### src/rtl/stat_pkt_gen.sv
module stat_pkt_gen #(
  parameter logic [7:0] ADDR_BYTE  = 8'h38,
  parameter int         PAYLOAD_W  = 26,
  parameter bit         REG_STATUS = 1'b1
) (
  input  logic                 clk,
  input  logic                 rst,
  input  logic                 ctl_we,
  input  logic [7:0]           ctl_byte,
  input  logic [PAYLOAD_W-1:0] status_in,
  input  logic                 start,
  output logic [7:0]           bus_out,
  output logic                 req
);
  localparam int TAG_W      = 6;
  localparam int FRM_W      = PAYLOAD_W + TAG_W;
  localparam int DATA_BYTES = (FRM_W + 7) / 8;
  localparam int FRM_PAD_W  = 8 * DATA_BYTES;
  localparam int CNT_W      = $clog2(DATA_BYTES + 1);

  localparam logic [1:0] M_OFF  = 2'd0;
  localparam logic [1:0] M_ONCE = 2'd1;
  localparam logic [1:0] M_CHG  = 2'd2;
  localparam logic [1:0] M_CONT = 2'd3;

  logic [1:0]           mode;
  logic [TAG_W-1:0]     tag;
  logic                 pend;
  logic [CNT_W-1:0]     cnt;
  logic [PAYLOAD_W-1:0] stat, stat_prev, snap;
  logic [FRM_PAD_W-1:0] frm;
  logic [7:0]           cur_byte;
  logic                 take, changed;

  generate
    if (REG_STATUS) begin : g_reg
      logic [PAYLOAD_W-1:0] stat_r;
      always_ff @(posedge clk) begin
        if (rst) stat_r <= '0;
        else     stat_r <= status_in;
      end
      assign stat = stat_r;
    end else begin : g_pass
      assign stat = status_in;
    end
  endgenerate

  assign req     = pend && (cnt == '0);
  assign take    = start && req;
  assign changed = stat != stat_prev;

  always_ff @(posedge clk) begin
    if (rst) begin
      mode      <= M_OFF;
      tag       <= '0;
      pend      <= 1'b0;
      stat_prev <= '0;
    end else begin
      stat_prev <= stat;
      if (ctl_we) begin
        mode <= ctl_byte[1:0];
        tag  <= ctl_byte[7:2];
      end else if (take && mode == M_ONCE) begin
        mode <= M_OFF;
      end

      if (ctl_we)                     pend <= ctl_byte[1:0] != M_OFF;
      else if (take)                  pend <= mode == M_CONT;
      else if (mode == M_CHG && changed) pend <= 1'b1;
    end
  end

  always_ff @(posedge clk) begin
    if (rst) begin
      cnt  <= '0;
      snap <= '0;
    end else if (take) begin
      cnt  <= CNT_W'(1);
      snap <= stat;
    end else if (cnt == CNT_W'(DATA_BYTES)) begin
      cnt  <= '0;
    end else if (cnt != '0) begin
      cnt  <= cnt + CNT_W'(1);
    end
  end

  assign frm = FRM_PAD_W'({snap[PAYLOAD_W-1:2], tag, snap[1:0]});

  always_comb begin
    cur_byte = 8'h00;
    for (int i = 0; i < DATA_BYTES; i++)
      if (cnt == CNT_W'(i + 1)) cur_byte = frm[8*i +: 8];
  end

  assign bus_out = (cnt != '0) ? cur_byte : (req ? ADDR_BYTE : 8'h00);
endmodule

### config.mk
export PLATFORM = sky130hd
export DESIGN_NAME = stat_pkt_gen
export DESIGN_NICKNAME = d
export VERILOG_FILES = /design/src/rtl/stat_pkt_gen.sv
export SDC_FILE = /design/constraint.sdc
export NUM_CORES = 1
export LEC_CHECK = 0
export BUFFER_PORTS_ARGS = -buffer_cell sky130_fd_sc_hd__buf_2
export CAP_MARGIN = 10
export CORE_UTILIZATION = 56
export CTS_CLUSTER_SIZE = 20
export DETAILED_ROUTE_END_ITERATION = 10
export PLACE_DENSITY = 0.87
export SLEW_MARGIN = 15
export SYNTH_ARGS = -nofsm -noshare
export SYNTH_HDL_FRONTEND = slang
export SYNTH_SLANG_ARGS = --single-unit
export TNS_END_PERCENT = 1
### constraint.sdc
create_clock -name clk -period 2.4 [get_ports clk]
set_input_delay 0.48 -clock clk [delete_from_list [all_inputs] [get_ports clk]]
set_output_delay 0.48 -clock clk [all_outputs]
set_load 0.02 [all_outputs]
Word-level counts from Yosys, hierarchy flattened

Index checks and enable logic that the tools add are counted.
W data, S select, Z words.

Bits in registers: 90
Latch bits: 0
RAM bits: 0
Bits in read-only memories: 0
Bits of input ports: 38
Word-level logic and storage cells: 42
Memories kept: 0

$add $sub $neg: 1
Multiply operators: 0
Div/mod/pow operators: 0
Magnitude comparators: 0
Equality and inequality tests: 8
Shift operators: 0
Muxes and demuxes: 14
Bitwise gates (word level): 0
Reduce and logical (&&, ||, !) cells: 11

Operator list:

| operator              | count |
|---|---|
| $mux W8               | 5 |
| $ne A26 B26 Y1        | 1 |
| $reduce_bool A3 Y1    | 3 |
| $eq A3 B2 Y1 const B  | 2 |
| $mux W1               | 6 |
| $mux W6               | 1 |
| $eq A2 B2 Y1 const B  | 2 |
| $logic_and A1 B1 Y1   | 4 |
| $mux W2               | 2 |
| $reduce_bool A2 Y1    | 2 |
| $add A3 B1 Y3 const B | 1 |
| $eq A3 B1 Y1 const B  | 1 |
| $eq A3 B3 Y1 const B  | 1 |
| $logic_not A3 Y1      | 1 |
| $reduce_or A3 Y1      | 1 |
| $eq A2 B1 Y1 const B  | 1 |

Depth between registers and ports, before layout

Word-level depth: 6
Gate-level depth with buffers: 8
Mapped depth without buffers: 6

Worst setup path after synthesis

No wires, ideal clock.

Path kind: reg2out
Start: reg cnt[2]
End: out bus_out[0]
Arrival time: 1.830 ns
Slack: 0.090 ns
Cell stages (with the launch flop): 8
Buffers on the path: 2
Cell sequence: dfxtp_1 -> buf_2 -> inv_1 -> ha_1 -> clkbuf_1 -> nor2_1 -> a22oi_1 -> o21ai_0

Longest elaborated chain between the ends: 6
Elaborated cells on any way between the ends: 10
Classes of those cells: eq/ne: 4; mux: 5; reduce/logical: 1

RTL lines:

| element                | RTL line | text |
|---|---|---|
| start, declared        | 29       | `logic [CNT_W-1:0] cnt;` |
| start signal, assigned | 83       | `cnt <= cnt + CNT_W'(1);` |
| $eq A3 B1 Y1           | 92       | `if (cnt == CNT_W'(i + 1)) cur_byte = frm[8*i +: 8];` |
| $mux W8 (4 in a row)   | 92       |  |
| $mux W8 *              | 95       | `assign bus_out = (cnt != '0) ? cur_byte : (req ? ADDR_BYTE : 8'h00);` |
| end, declared          | 12       | `output logic [7:0] bus_out,` |

Mark *: on every way between the ends. The rest lies on a longest branch, timed or not.

Final worst setup path

Start: reg cnt[0]
End: out bus_out[4]

The elaborated chain is that of the path after synthesis.

==> summary.txt <==
Status = finished, final reports clean
Pre-CTS setup slack = 209.0 ps
Post-synthesis cell type count = 28
ANT cells = 0
P&R area growth vs syn = 14.28%
CP max-delay cell = dfxtp_2
Mux cell area share after synthesis = 2.045%
Final WL = 6678 µm
Critical Path Sink = bus_out[4]
Clock Latency Late Sink = 360 ps
Fin util = 66.15%
R2R setup slack = 580 ps
Final cycle utilization of the critical path = 98.60%
Via/cell ratio = 5.276
Clock sink total = 90
Port bufs = 46
RSZ-0062 raised after global routing = yes
DP HPWL = 4800 µm
Area of the multi-input gates = 0.001501 mm²
Final min period = 2366 ps
Register area = 0.001803 mm²
Peak per-stage delay on the critical path = 350 ps
CTS Buf Count = 9
Ys Warns = 0
Fin. Hold Viols = 0
Pin count of the biggest net entering global routing = 36
Die width = 80.23 µm
Syn Nets = 413
ANT nets after route = 0
Compound-Gate Fraction of Synth Area = 9.748%
Cell chosen for the clock root = clkbuf_8
Crit Path Max Fanout = 8
Grt ovf = 0
First-pass GRT wire length = 10,690 µm
Starting Density = 57.88%
R2r worst-path depth = 6
Hold Crit Class = input pin to flip-flop
Routability cong. = 0.9050
Deepest clock path buffer count = 2
Wire per inst = 13.57 µm
Slew Viols, Final = 0
Final hold slack = 323.9 ps
Post-synthesis sequential area ratio = 52.57%
Top achievable clock speed = 422.6 MHz
Layout Nets = 455
Fin worst setup slack = 33.68 ps
Avg Synthesized Cell Area = 9.262 µm²
Dominant cells by area after synthesis = dfxtp_1, nor2b_1, nand2_1, xor2_1, a21oi_1
WS Path Type = flip-flop to output pin
Peak supply drop = 494.2 µV
Leading area contributor after synthesis = dfxtp_1
Main combinational cell family by area after synthesis = simple AND/OR/NAND/NOR gates
Final setup skew = 8.929 ps
Initial antenna violation count = 0
Post-synthesis simple-gate area fraction = 23.11%
DRT iter0 DRCs = 222
Pleak = 1.605 nW
Register bit total from synthesis = 90
Reg-to-Reg End = snap[25]
Synth top cells by count = dfxtp_1, nand2_1, nor2b_1
EDFF count, synth = 0
Top FF cell, synth = dfxtp_1
Vias in the first global route = 2,407
Worst path arrival time = 1890 ps
Maxcap violations = 0
Floorplan die area = 0.006437 mm²
# DRC = 0
CP Capture Type = output pin
Layout cells sized above 1 = 18.94%
Gate Count Post-Synth = 370
Overall power = 3.273 mW
Final setup violation count = 0
Async SR Flop Fraction = 0%
Most frequent CP cell = ha_1
Die Y = 80.23 µm
Worst slew margin = 56.17%
Synthesized area = 0.003427 mm²
FILL cells = 457
R2r startpoint = cnt[1]
H-tree depth = 3
Synth Area in XOR/XNOR = 6.645%
Critical Path Source Type = flip-flop
Most common cell in the netlist = dfxtp_1
1st-pass router iterations = 4
CTS clock-pin slew for the worst setup and hold paths = 90 ps
Vias = 2,596
TritonCTS clock tree = yes
# hold bufs at CTS = 0
Worst slew pin tran = 657.4 ps
Worst Path Required = 1920 ps
Power Density = 835.6 mW/mm²
Synth top area share = 52.57%
Post-Synth Adder-Cell Area = 1.825%
# rows = 28
I/O pin cnt = 47
Crit-path cells = ha_1 > ha_1 > buf_4 > a221oi_1 > a31oi_1 > buf_2
Worst Setup SP = cnt[0]
GRT Total Usage = 22.33%
Core area = 0.005921 mm²
Total negative slack = 0 ps
-- worst max-delay path, delay by kind of cell, from the launching register on --
kind | cells | cell delay, ps
flip-flops | 1 | 350
adder cells (fa/ha/maj) | 2 | 430
buffers and inverters | 2 | 370
AO/OA/AOI/OAI | 2 | 380
-- state kept, by name (all words and copies together) (netlist names) --
register      count
g_reg.stat_r     26
snap             26
stat_prev        26
tag               6
cnt               3
mode              2
pend              1
-- cell usage in the layout (no fill, tap or decap), drive strengths merged, types with 6 or more instances in the layout --
cell	count
dfxtp	90
nand2	73
nor2b	55
buf	53
a21oi	27
xor2	21
o21ai	15
nor2	11
clkbuf	9
mux2i	7
nand3	6
-- what timing repair did --
action	4_1_cts	5_1_grt
pin swaps	0	0
gates resized for setup	4	3
setup endpoints to repair	8	8
cloned	0	0
setup buffers	0	0
-- layout make-up --
type / count / area share [%]
clock buffer: 9 / 3.163
clock inverter: 7 / 2.556
timing repair buffer: 53 / 7.220
inverter: 3 / 0.2875
multi-input combinational: 255 / 38.34
sequential: 90 / 46.04
tap: 75 / 2.396
-- worst min-delay path by stage --
stage	end	startpoint	cells after the start	slack [ps]
floorplan	snap[22]	snap[22]	2	440
global placement	snap[1]	snap[1]	2	440
CTS	g_reg.stat_r[20]	status_in[20]	2	310
detailed placement	snap[22]	snap[22]	2	450
global route	g_reg.stat_r[20]	status_in[20]	2	300
finish	g_reg.stat_r[22]	status_in[22]	2	320
-- metal layers --
layer / global-route usage (%) / vias up / routed length [µm]
met5: 0 / - / 0
met4: 10.36 / 0 / 167
met3: 6.818 / 15 / 430
met2: 37.78 / 96 / 3127
met1: 25.71 / 1188 / 2952
li1: - / 1297 / -
-- kinds of logic after synthesis --
family / after synthesis
simple gates: 160
compound gates: 57
xor+xnor: 26
flops: 90
fa+ha+maj: 5
buf+inv: 25
mux: 7
-- report_power, final --
group | total (mW) | leakage [nW] | internal, mW | switching (mW)
registers | 1.63 | 0.740 | 1.57 | 0.0621
clock network | 1.13 | 0.114 | 0.595 | 0.536
logic | 0.507 | 0.752 | 0.198 | 0.309
-- stage by stage --
step | instances | instance area [µm²]
6_report | 492 | 3916
5_1_grt | 492 | 3916
4_1_cts | 492 | 3913
3_5_place_dp | 476 | 3676
3_3_place_gp | 476 | 3676
2_1_floorplan | 370 | 3427
Note: power is estimated with default switching activity, not from simulation.
